===== config.mk =====
export PLATFORM = sky130hd
export DESIGN_NAME = rob_core
export DESIGN_NICKNAME = d
export VERILOG_FILES = /design/src/rtl/rob_pkg.sv /design/src/rtl/rob_ptr.sv /design/src/rtl/rob_slots.sv /design/src/rtl/rob_retire.sv /design/src/rtl/rob_core.sv
export SDC_FILE = /design/constraint.sdc
export NUM_CORES = 1
export LEC_CHECK = 0
export BUFFER_PORTS_ARGS = -buffer_cell sky130_fd_sc_hd__buf_2
export CAP_MARGIN = 10
export CORE_ASPECT_RATIO = 0.6
export CORE_MARGIN = 2
export CORE_UTILIZATION = 45
export CTS_CLUSTER_SIZE = 40
export DETAILED_ROUTE_END_ITERATION = 10
export SLEW_MARGIN = 0
export SYNTH_ARGS = -nofsm -noshare
export SYNTH_HDL_FRONTEND = slang
export SYNTH_SLANG_ARGS = --single-unit

===== constraint.sdc =====
create_clock -name clk_i -period 2.9 [get_ports clk_i]
set_input_delay 0.29 -clock clk_i [delete_from_list [all_inputs] [get_ports clk_i]]
set_output_delay 0.29 -clock clk_i [all_outputs]
set_load 0.02 [all_outputs]

===== src/rtl/rob_pkg.sv =====
package rob_pkg;
  typedef enum logic [1:0] {
    RET_IDLE,
    RET_COMMIT,
    RET_REDIRECT,
    RET_TRAP
  } ret_kind_e;
endpackage


===== src/rtl/rob_ptr.sv =====
module rob_ptr #(
  parameter int DEPTH = 8,
  localparam int IDX_W = $clog2(DEPTH),
  localparam int CNT_W = $clog2(DEPTH + 1)
) (
  input  logic             clk_i,
  input  logic             rst_ni,
  input  logic             push_i,
  input  logic             pop_i,
  input  logic             flush_i,
  output logic [IDX_W-1:0] head_o,
  output logic [IDX_W-1:0] tail_o,
  output logic [CNT_W-1:0] count_o,
  output logic             full_o
);
  function automatic logic [IDX_W-1:0] step(input logic [IDX_W-1:0] p);
    return (p == IDX_W'(DEPTH - 1)) ? '0 : p + 1'b1;
  endfunction

  always_ff @(posedge clk_i or negedge rst_ni) begin
    if (!rst_ni) begin
      head_o  <= '0;
      tail_o  <= '0;
      count_o <= '0;
    end else if (flush_i) begin
      tail_o  <= head_o;
      count_o <= '0;
    end else begin
      if (push_i) tail_o <= step(tail_o);
      if (pop_i)  head_o <= step(head_o);
      count_o <= count_o + CNT_W'(push_i) - CNT_W'(pop_i);
    end
  end

  assign full_o = (count_o == CNT_W'(DEPTH));
endmodule


===== src/rtl/rob_slots.sv =====
module rob_slots #(
  parameter int DEPTH  = 8,
  parameter int AREG_W = 5,
  parameter int DATA_W = 32,
  parameter int PC_W   = 32,
  localparam int IDX_W = $clog2(DEPTH)
) (
  input  logic              clk_i,
  input  logic              rst_ni,
  input  logic              alloc_i,
  input  logic [IDX_W-1:0]  alloc_idx_i,
  input  logic [AREG_W-1:0] alloc_dst_i,
  input  logic              alloc_wr_i,
  input  logic [PC_W-1:0]   alloc_pc_i,
  input  logic              wb_i,
  input  logic [IDX_W-1:0]  wb_idx_i,
  input  logic [DATA_W-1:0] wb_data_i,
  input  logic              wb_exc_i,
  input  logic              wb_mis_i,
  input  logic              free_i,
  input  logic [IDX_W-1:0]  free_idx_i,
  input  logic              clear_i,
  input  logic [IDX_W-1:0]  rd_idx_i,
  output logic              rd_valid_o,
  output logic              rd_done_o,
  output logic              rd_exc_o,
  output logic              rd_mis_o,
  output logic              rd_wr_o,
  output logic [AREG_W-1:0] rd_dst_o,
  output logic [DATA_W-1:0] rd_data_o,
  output logic [PC_W-1:0]   rd_pc_o
);
  logic [DEPTH-1:0]  valid_q, done_q, exc_q, mis_q, wr_q;
  logic [AREG_W-1:0] dst_q  [DEPTH];
  logic [DATA_W-1:0] data_q [DEPTH];
  logic [PC_W-1:0]   pc_q   [DEPTH];

  for (genvar g = 0; g < DEPTH; g++) begin : g_slot
    logic hit_alloc, hit_wb, hit_free;
    assign hit_alloc = alloc_i && (alloc_idx_i == IDX_W'(g));
    assign hit_wb    = wb_i && valid_q[g] && (wb_idx_i == IDX_W'(g));
    assign hit_free  = free_i && (free_idx_i == IDX_W'(g));

    always_ff @(posedge clk_i or negedge rst_ni) begin
      if (!rst_ni) begin
        valid_q[g] <= 1'b0;
        done_q[g]  <= 1'b0;
        exc_q[g]   <= 1'b0;
        mis_q[g]   <= 1'b0;
        wr_q[g]    <= 1'b0;
        dst_q[g]   <= '0;
        data_q[g]  <= '0;
        pc_q[g]    <= '0;
      end else if (clear_i) begin
        valid_q[g] <= 1'b0;
        done_q[g]  <= 1'b0;
      end else if (hit_alloc) begin
        valid_q[g] <= 1'b1;
        done_q[g]  <= 1'b0;
        exc_q[g]   <= 1'b0;
        mis_q[g]   <= 1'b0;
        wr_q[g]    <= alloc_wr_i;
        dst_q[g]   <= alloc_dst_i;
        pc_q[g]    <= alloc_pc_i;
      end else if (hit_free) begin
        valid_q[g] <= 1'b0;
        done_q[g]  <= 1'b0;
      end else if (hit_wb) begin
        done_q[g]  <= 1'b1;
        exc_q[g]   <= wb_exc_i;
        mis_q[g]   <= wb_mis_i;
        data_q[g]  <= wb_data_i;
      end
    end
  end

  assign rd_valid_o = valid_q[rd_idx_i];
  assign rd_done_o  = done_q[rd_idx_i];
  assign rd_exc_o   = exc_q[rd_idx_i];
  assign rd_mis_o   = mis_q[rd_idx_i];
  assign rd_wr_o    = wr_q[rd_idx_i];
  assign rd_dst_o   = dst_q[rd_idx_i];
  assign rd_data_o  = data_q[rd_idx_i];
  assign rd_pc_o    = pc_q[rd_idx_i];
endmodule


===== src/rtl/rob_retire.sv =====
module rob_retire
  import rob_pkg::*;
#(
  parameter int DATA_W = 32,
  parameter int PC_W   = 32,
  parameter logic [PC_W-1:0] HANDLER_PC = '0
) (
  input  logic              clk_i,
  input  logic              rst_ni,
  input  logic              head_valid_i,
  input  logic              head_done_i,
  input  logic              head_exc_i,
  input  logic              head_mis_i,
  input  logic              head_wr_i,
  input  logic [DATA_W-1:0] head_data_i,
  input  logic [PC_W-1:0]   head_pc_i,
  output logic              pop_o,
  output logic              flush_o,
  output logic              reg_we_o,
  output logic [PC_W-1:0]   redirect_pc_o,
  output logic [PC_W-1:0]   epc_o
);
  ret_kind_e kind;

  always_comb begin
    if (!(head_valid_i && head_done_i)) kind = RET_IDLE;
    else if (head_exc_i)                kind = RET_TRAP;
    else if (head_mis_i)                kind = RET_REDIRECT;
    else                                kind = RET_COMMIT;
  end

  assign pop_o         = (kind == RET_COMMIT);
  assign flush_o       = (kind == RET_TRAP) || (kind == RET_REDIRECT);
  assign reg_we_o      = pop_o && head_wr_i;
  assign redirect_pc_o = (kind == RET_TRAP) ? HANDLER_PC : PC_W'(head_data_i);

  always_ff @(posedge clk_i or negedge rst_ni) begin
    if (!rst_ni)               epc_o <= '0;
    else if (kind == RET_TRAP) epc_o <= head_pc_i;
  end
endmodule


===== src/rtl/rob_core.sv =====
module rob_core #(
  parameter int DEPTH  = 8,
  parameter int AREG_W = 5,
  parameter int DATA_W = 32,
  parameter int PC_W   = 32,
  parameter logic [PC_W-1:0] HANDLER_PC = 32'h0000_0800,
  localparam int IDX_W = $clog2(DEPTH),
  localparam int CNT_W = $clog2(DEPTH + 1)
) (
  input  logic              clk_i,
  input  logic              rst_ni,
  input  logic              disp_valid_i,
  input  logic [AREG_W-1:0] disp_dst_i,
  input  logic              disp_wr_i,
  input  logic [PC_W-1:0]   disp_pc_i,
  output logic              disp_ready_o,
  output logic [IDX_W-1:0]  disp_idx_o,
  input  logic              wb_valid_i,
  input  logic [IDX_W-1:0]  wb_idx_i,
  input  logic [DATA_W-1:0] wb_data_i,
  input  logic              wb_exc_i,
  input  logic              wb_mis_i,
  output logic              commit_we_o,
  output logic [AREG_W-1:0] commit_dst_o,
  output logic [DATA_W-1:0] commit_data_o,
  output logic              flush_o,
  output logic [PC_W-1:0]   redirect_pc_o,
  output logic [PC_W-1:0]   epc_o,
  output logic [CNT_W-1:0]  count_o
);
  logic [IDX_W-1:0] head, tail;
  logic full, push, pop;
  logic h_valid, h_done, h_exc, h_mis, h_wr;
  logic [PC_W-1:0] h_pc;

  assign disp_ready_o = !full && !flush_o;
  assign push         = disp_valid_i && disp_ready_o;
  assign disp_idx_o   = tail;

  rob_ptr #(.DEPTH(DEPTH)) u_ptr (
    .clk_i(clk_i), .rst_ni(rst_ni), .push_i(push), .pop_i(pop), .flush_i(flush_o),
    .head_o(head), .tail_o(tail), .count_o(count_o), .full_o(full)
  );

  rob_slots #(.DEPTH(DEPTH), .AREG_W(AREG_W), .DATA_W(DATA_W), .PC_W(PC_W)) u_slots (
    .clk_i(clk_i), .rst_ni(rst_ni),
    .alloc_i(push), .alloc_idx_i(tail), .alloc_dst_i(disp_dst_i),
    .alloc_wr_i(disp_wr_i), .alloc_pc_i(disp_pc_i),
    .wb_i(wb_valid_i), .wb_idx_i(wb_idx_i), .wb_data_i(wb_data_i),
    .wb_exc_i(wb_exc_i), .wb_mis_i(wb_mis_i),
    .free_i(pop), .free_idx_i(head), .clear_i(flush_o), .rd_idx_i(head),
    .rd_valid_o(h_valid), .rd_done_o(h_done), .rd_exc_o(h_exc), .rd_mis_o(h_mis),
    .rd_wr_o(h_wr), .rd_dst_o(commit_dst_o), .rd_data_o(commit_data_o), .rd_pc_o(h_pc)
  );

  rob_retire #(.DATA_W(DATA_W), .PC_W(PC_W), .HANDLER_PC(HANDLER_PC)) u_retire (
    .clk_i(clk_i), .rst_ni(rst_ni),
    .head_valid_i(h_valid), .head_done_i(h_done), .head_exc_i(h_exc),
    .head_mis_i(h_mis), .head_wr_i(h_wr), .head_data_i(commit_data_o), .head_pc_i(h_pc),
    .pop_o(pop), .flush_o(flush_o), .reg_we_o(commit_we_o),
    .redirect_pc_o(redirect_pc_o), .epc_o(epc_o)
  );
endmodule


==> results of run 1 <==
-- path summary, 6_finish.rpt --
check,start,to,slack [ps],cells after the start
worst max-delay path,u_ptr.head_o[1],redirect_pc_o[11],-190,9
worst min-delay path,wb_mis_i,u_slots.mis_q[3],50,3
worst max register to register,u_ptr.head_o[1],u_slots.data_q[155],-60,12
worst min register to register,u_slots.data_q[172],u_slots.data_q[172],480,1
max in group asynchronous,rst_ni,u_slots.data_q[81],1680,3
min in group asynchronous,rst_ni,u_slots.pc_q[234],210,2
-- flip-flops by register name, summed over array words and instances (netlist names) --
signal           count
u_ptr.head_o         3
u_slots.mis_q        8
u_retire.epc_o      32
u_ptr.tail_o         3
u_slots.wr_q         8
u_slots.dst_q       40
u_slots.data_q     256
u_slots.exc_q        8
u_slots.done_q       8
u_slots.valid_q      8
u_ptr.count_o        4
u_slots.pc_q       256
-- Yosys cell counts (17+ instances only) --
master / count
clkbuf_1: 36
mux2_2: 186
dfrtp_1: 634
nor2_1: 54
mux2_1: 374
a31oi_1: 33
buf_2: 48
a21oi_1: 46
ha_1: 17
nand2_1: 197
mux4_2: 146
buf_1: 27
-- stage by stage --
stage	hold slack (ps)	instances	setup TNS [ps]
finish	52.94	3163	-6262
global route	0.2369	3163	-12260
CTS	1.269	3135	-10530
detailed placement	324.8	2934	0
global placement	314.5	2934	0
floorplan	-5.591	1940	0
-- cell type report --
cell class                 count  area (sq um)
sequential                   634         15880
timing repair buffer         403          4084
multi-input combinational   1164         12810
fill                        4961         26840
clock inverter                15         172.7
tap                          839          1050
inverter                      16         67.56
clock buffer                  92          1810
-- power by group through the flow --
stage | Clock, mW | Sequential, mW | Combinational [mW]
4_1_cts | 8.17 | 15.5 | 17.6
3_3_place_gp | 0 | 15.3 | 16.0
2_1_floorplan | 0 | 15.1 | 11.4
3_5_place_dp | 0 | 15.6 | 16.3
6_report | 7.98 | 15.6 | 19.2
5_1_grt | 8.54 | 16.1 | 20.6
-- metal layers --
layer	up-vias	global-route usage, %
met1	9674	34.24
met2	401	34.40
met4	0	5.370
li1	7761	-
met5	-	0
met3	85	3.762
-- layout by cell type, fill, tap and decap left out, drive strengths merged, types with 3 or more instances in the layout --
master,instances
and3,9
mux2i,12
o21ai,18
and2,6
a21oi,47
a22o,4
clkinv,12
bufinv,3
mux2,560
clkbuf,108
dfrtp,634
dlygate4sd3,72
mux4,146
nand3,14
ha,17
nand2,199
a21o,8
a31oi,33
inv,16
nor2,58
buf,314
nor2b,7
-- worst reg2reg max path, stage by stage (launching register included) --
cell and delay, ps:
dfrtp_4 530, buf_12 140, mux4_2 440, mux2i_4 180, buf_6 170, nand2_8 60, buf_6 130, buf_6 140
a21oi_4 160, and3b_4 240, buf_12 150, clkbuf_16 180, mux2_4 300
-- logic make-up (layout without fill, tap and decap cells) --
logic type / after synthesis / in the layout
mux: 718 / 718
flops: 634 / 634
simple gates: 302 / 302
buf+inv: 142 / 526
compound gates: 124 / 124
fa+ha+maj: 18 / 18
xor+xnor: 2 / 2
-- timing repair --
action                                  4_1_cts  5_1_grt
pin swaps                                     8       20
cloned                                        5       20
hold endpoints to repair                    594        0
endpoints found under the setup margin       67      424
buffers inserted                             17       11
hold buffers                                 72        0
gates resized for setup                      98      185
==> results_dict.tcl, run 1 <==
set metrics [dict create \
    status "complete, but fails checks" \
    violations "negative setup slack" \
    final_nets 2374 \
    slowest_stage "dfrtp_4" \
    cts_inserted_buffers 58 \
    fin_worst_skew_ps 13.72 \
    peakVddDrop_uv 640.5 \
    place_ws_ps 66.05 \
    syn_area_per_cell_sq_um 14.71 \
    n_antenna_cell 0 \
    max_slew.worst_pin.slew_ps 758.3 \
    grt.overflow.total 0 \
    antenna_found_initial 0 \
    track_usage_pct 22.67 \
    wl_met2_mm 34.34 \
    synth_fp_nets 2037 \
    synthFlopType "dfrtp_1" \
    dieArea_sq_mm 0.06552 \
    coreArea_sq_mm 0.06272 \
    cts_buffer_depth 3 \
    p_total_mw 42.77 \
    switchingPower_mw 14.88 \
    fmax_ghz 0.3232 \
    drt_first_pass_iters 5 \
    critPathMaxStageDelay_ps 530 \
    worstPathCellList "buf_12 -> mux4_2 -> mux2i_4 -> buf_6 -> nor2_4 -> buf_8 -> buf_12 -> or2_4 -> buf_6" \
    synthTopCellsByArea "dfrtp_1 56%, mux2_1 15%, mux4_2 12%" \
    wl_per_cell_microns 24.56 \
    drt-total-wl_mm 77.68 \
    p_sw_share_pct 34.78 \
    synthXorXnorAreaFrac_pct 0.06138 \
    yosysTopAreaCell "dfrtp_1" \
    synthesis.area_sq_mm 0.02854 \
    yosysSeqAreaShare_pct 55.59 \
    cts_sinks 634 \
    path_clk_slew_ps 70 \
    async_flop_share_pct 100.0 \
    synth_top_family_by_area "multiplexers" \
    ys_types 56 \
    power_frac_comb_pct 44.9 \
    synth-simple-area-share_pct 4.441 \
    finalCritPeriodShare_pct 106.7 \
    portBuffers 189 \
    required_ps 2610 \
    slew_headroom_pct 49.45 \
    drc 0 \
    post-dp-hpwl_mm 43.20 \
    worst_setup_path_start_kind "flip-flop" \
    hold_viol_final 0 \
    clock_latency_ps 630 \
    synth_warnings 0 \
    netlist_instances 1940 \
    grt_pass1_wl_mm 113.3 \
    num_vias 17920 \
    seqPwrFrac_pct 36.4 \
    synth_edf_count 0 \
    synth-seq-cells 634 \
    synth_top_area_share_pct 55.59 \
    rsz0062_at_grt "true" \
    cts-root-buf "clkbuf_16" \
    rows 71 \
    cts_tree "yes" \
    path_delay_family "buffers and inverters" \
    met1_length_mm 37.77 \
    clockPowerShare_pct 18.7 \
    post_dp_cell_area_sq_mm 0.03127 \
    grt_max_degree 96 \
    hp-class "primary input to flip-flop" \
    muxShareOfSynthArea_pct 34.13 \
    start_util_pct 45.50 \
    yosys.area_share.adder_pct 0.8155 \
    max_cap_viol_count 0 \
    topRoutingLayerUsed "met4" \
    leakage_nw 15.73 \
    drive_gt1_share_pct 39.63 \
    drt_iter0_markers 1231 \
    viasPerCell 5.666 \
    path_class "flip-flop to primary output" \
    fin_area_sq_mm 0.03588 \
    setup_viol 98 \
    path_max_fanout 5 \
    die_w_microns 329.1 \
    finish.utilization_pct 57.20 \
    htreeDepth 2 \
    end_kind "primary output" \
    power.internal_mw 27.89 \
    synth-compound-area-share_pct 2.674 \
    cp_num_buf_inv 5 \
    slew_violations 0 \
    arrival_ps 2800 \
    gp_congestion 0.8662 \
    drtAntennaViolNets 0 \
    io-pin-count 190 \
    power_density_mw_per_mm2 1192 \
    syn_to_final_growth_pct 25.71 \
    grt_pass1_vias 18700 \
    route.met3.wl_mm 4.198 \
    fin_ws_ps -194.0 \
    die_h_microns 199.1 \
    layout_min_cycle_time_ps 3094 \
]
No activity file was read; power rests on OpenSTA's default activity.
==> run 2, diff against run 1 <==
RECOVER_POWER = 25   (was default)
==> run 2 against run 1 <==
  * The run ends with max-capacitance violations, max-slew violations, negative setup slack left
  * Highest routed layer unchanged
  * Critical path depth unchanged
  * Critical path type unchanged
  * First-iteration DRC count decreased by 0.57%
  * Largest power group unchanged
  * Wire length about the same
==> results_dict.tcl, run 2 (synthesized netlist as in run 1, its figures left out) <==
set metrics [dict create \
    status "complete, but fails checks" \
    violations "max-capacitance violations, max-slew violations, negative setup slack" \
    setup_viol 97 \
    slew_headroom_pct -21.26 \
    path_max_fanout 5 \
    die_h_microns 199.1 \
    required_ps 2610 \
    drt-total-wl_mm 77.75 \
    fmax_ghz 0.3233 \
    antenna_found_initial 0 \
    grt_max_degree 96 \
    final_nets 2374 \
    power_density_mw_per_mm2 1196 \
    clockPowerShare_pct 18.7 \
    track_usage_pct 22.67 \
    post_dp_cell_area_sq_mm 0.03127 \
    dieArea_sq_mm 0.06552 \
    grt_pass1_vias 18700 \
    peakVddDrop_uv 640.5 \
    drtAntennaViolNets 0 \
    power.internal_mw 27.88 \
    fin_area_sq_mm 0.03577 \
    drt_first_pass_iters 5 \
    finalNonFillerCells 3163 \
    cts-root-buf "clkbuf_16" \
    cts_sinks 634 \
    viasPerCell 5.673 \
    seqCellArea_sq_mm 0.01588 \
    drc 0 \
    portBuffers 189 \
    path_clk_slew_ps 70 \
    layout_common_cells "631 x dfrtp_1, 304 x mux2_1, 182 x nand2_1, 182 x mux2_2, 155 x buf_2" \
    crit_end "redirect_pc_o[11]" \
    rows 71 \
    die_w_microns 329.1 \
    drive_gt1_share_pct 39.46 \
    gp_congestion 0.8662 \
    r2r-end "u_slots.data_q[155]" \
    hold_viol_final 0 \
    num_vias 17950 \
    crit_start "u_ptr.head_o[1]" \
    rsz0062_at_grt "true" \
    r2r_setup_slack_ps -60 \
    fin_ws_ps -192.8 \
    cts_tree "yes" \
    finish.utilization_pct 57.03 \
    cts_buffer_depth 3 \
    nFillCells 4975 \
    fin_worst_skew_ps 15.38 \
    dp_cells 2934 \
    post-dp-hpwl_mm 43.20 \
    reg2regPathDepth 12 \
    leakage_nw 15.68 \
    n_antenna_cell 0 \
    arrival_ps 2800 \
    final_common_cell "dfrtp_1" \
    grt.overflow.total 0 \
    coreArea_sq_mm 0.06272 \
    reg_top3 "u_slots.data_q x256, u_slots.pc_q x256, u_slots.dst_q x40" \
    seqPwrFrac_pct 36.4 \
    clock_latency_ps 630 \
    cts_inserted_buffers 58 \
    switchingPower_mw 14.89 \
    io-pin-count 190 \
    multi_input_area_sq_mm 0.01281 \
    power_frac_comb_pct 44.9 \
    drt_iter0_markers 1224 \
    grt_pass1_wl_mm 113.3 \
    finalSetupTns_ps -6212 \
    start_util_pct 45.50 \
    htreeDepth 2 \
    reg2reg_from "u_ptr.head_o[1]" \
    slew_violations 58 \
    max_cap_viol_count 1 \
    finalCritPeriodShare_pct 106.6 \
    wl_per_cell_microns 24.58 \
    worst_setup_path_start_kind "flip-flop" \
    syn_to_final_growth_pct 25.32 \
    end_kind "primary output" \
    p_sw_share_pct 34.82 \
    path_class "flip-flop to primary output" \
    p_total_mw 42.77 \
    layout_min_cycle_time_ps 3093 \
    max_slew.worst_pin.slew_ps 1819 \
    hp-class "primary input to flip-flop" \
]
[run 2: cell type report]
| class | instances | area share, % |
|---|---|---|
| repair buffers | 403 | 11.11 |
| clock inverters | 15 | 0.4828 |
| multi-input cells | 1164 | 35.83 |
| clock buffers | 92 | 5.062 |
| well taps | 839 | 2.935 |
| inverters | 16 | 0.1889 |
| flip-flops and latches | 634 | 44.39 |
[run 2: how the worst min path moves through the flow]
stage	startpoint	to	slack, ps	depth (start not counted)
2_1_floorplan	rst_ni	u_ptr.count_o[0]	-6	0
3_3_place_gp	rst_ni	u_slots.pc_q[194]	310	1
3_5_place_dp	rst_ni	u_slots.pc_q[226]	320	1
4_1_cts	wb_mis_i	u_slots.mis_q[3]	1	3
5_1_grt	wb_mis_i	u_slots.mis_q[3]	0.2	3
6_report	wb_mis_i	u_slots.mis_q[3]	50	3
[run 2: what timing repair did]
action / 4_1_cts / 5_1_grt
gates resized for setup: 98 / 185
setup buffers: 17 / 11
endpoints found under the hold margin: 594 / 0
pin swaps: 8 / 20
gates cloned: 5 / 20
endpoints found under the setup margin: 67 / 424
hold buffers: 72 / 0
[run 2: metrics by stage]
| stage | setup slack, ps | hold WS [ps] |
|---|---|---|
| 4_1_cts | -210.7 | 1.269 |
| 3_3_place_gp | 88.39 | 314.5 |
| 6_report | -192.8 | 49.52 |
| 2_1_floorplan | 12.84 | -5.591 |
| 5_1_grt | -270.9 | 0.2369 |
| 3_5_place_dp | 66.05 | 324.8 |
[run 2: routing by layer]
| layer | GRT usage (%) | part of all wire [%] | wire length (microns) |
|---|---|---|---|
| met1 | 34.24 | 49 | 37830 |
| met2 | 34.40 | 44 | 34490 |
| met3 | 3.762 | 5.2 | 4047 |
| met4 | 5.370 | 1.8 | 1379 |
| met5 | 0 | 0 | 0 |
[run 2: power by group through the flow]
stage | clock, mW | sequential (mW) | combinational [mW]
3_3_place_gp | 0 | 15.3 | 16.0
3_5_place_dp | 0 | 15.6 | 16.3
6_report | 7.99 | 15.6 | 19.2
4_1_cts | 8.17 | 15.5 | 17.6
2_1_floorplan | 0 | 15.1 | 11.4
5_1_grt | 8.54 | 16.1 | 20.6
[run 2: worst max-delay path: stages (launching register included)]
cell and delay (ps):
dfrtp_4 530, buf_12 140, mux4_2 440, mux2i_4 180
buf_6 170, nor2_4 50, buf_8 140, buf_12 150
or2_4 230, buf_6 130
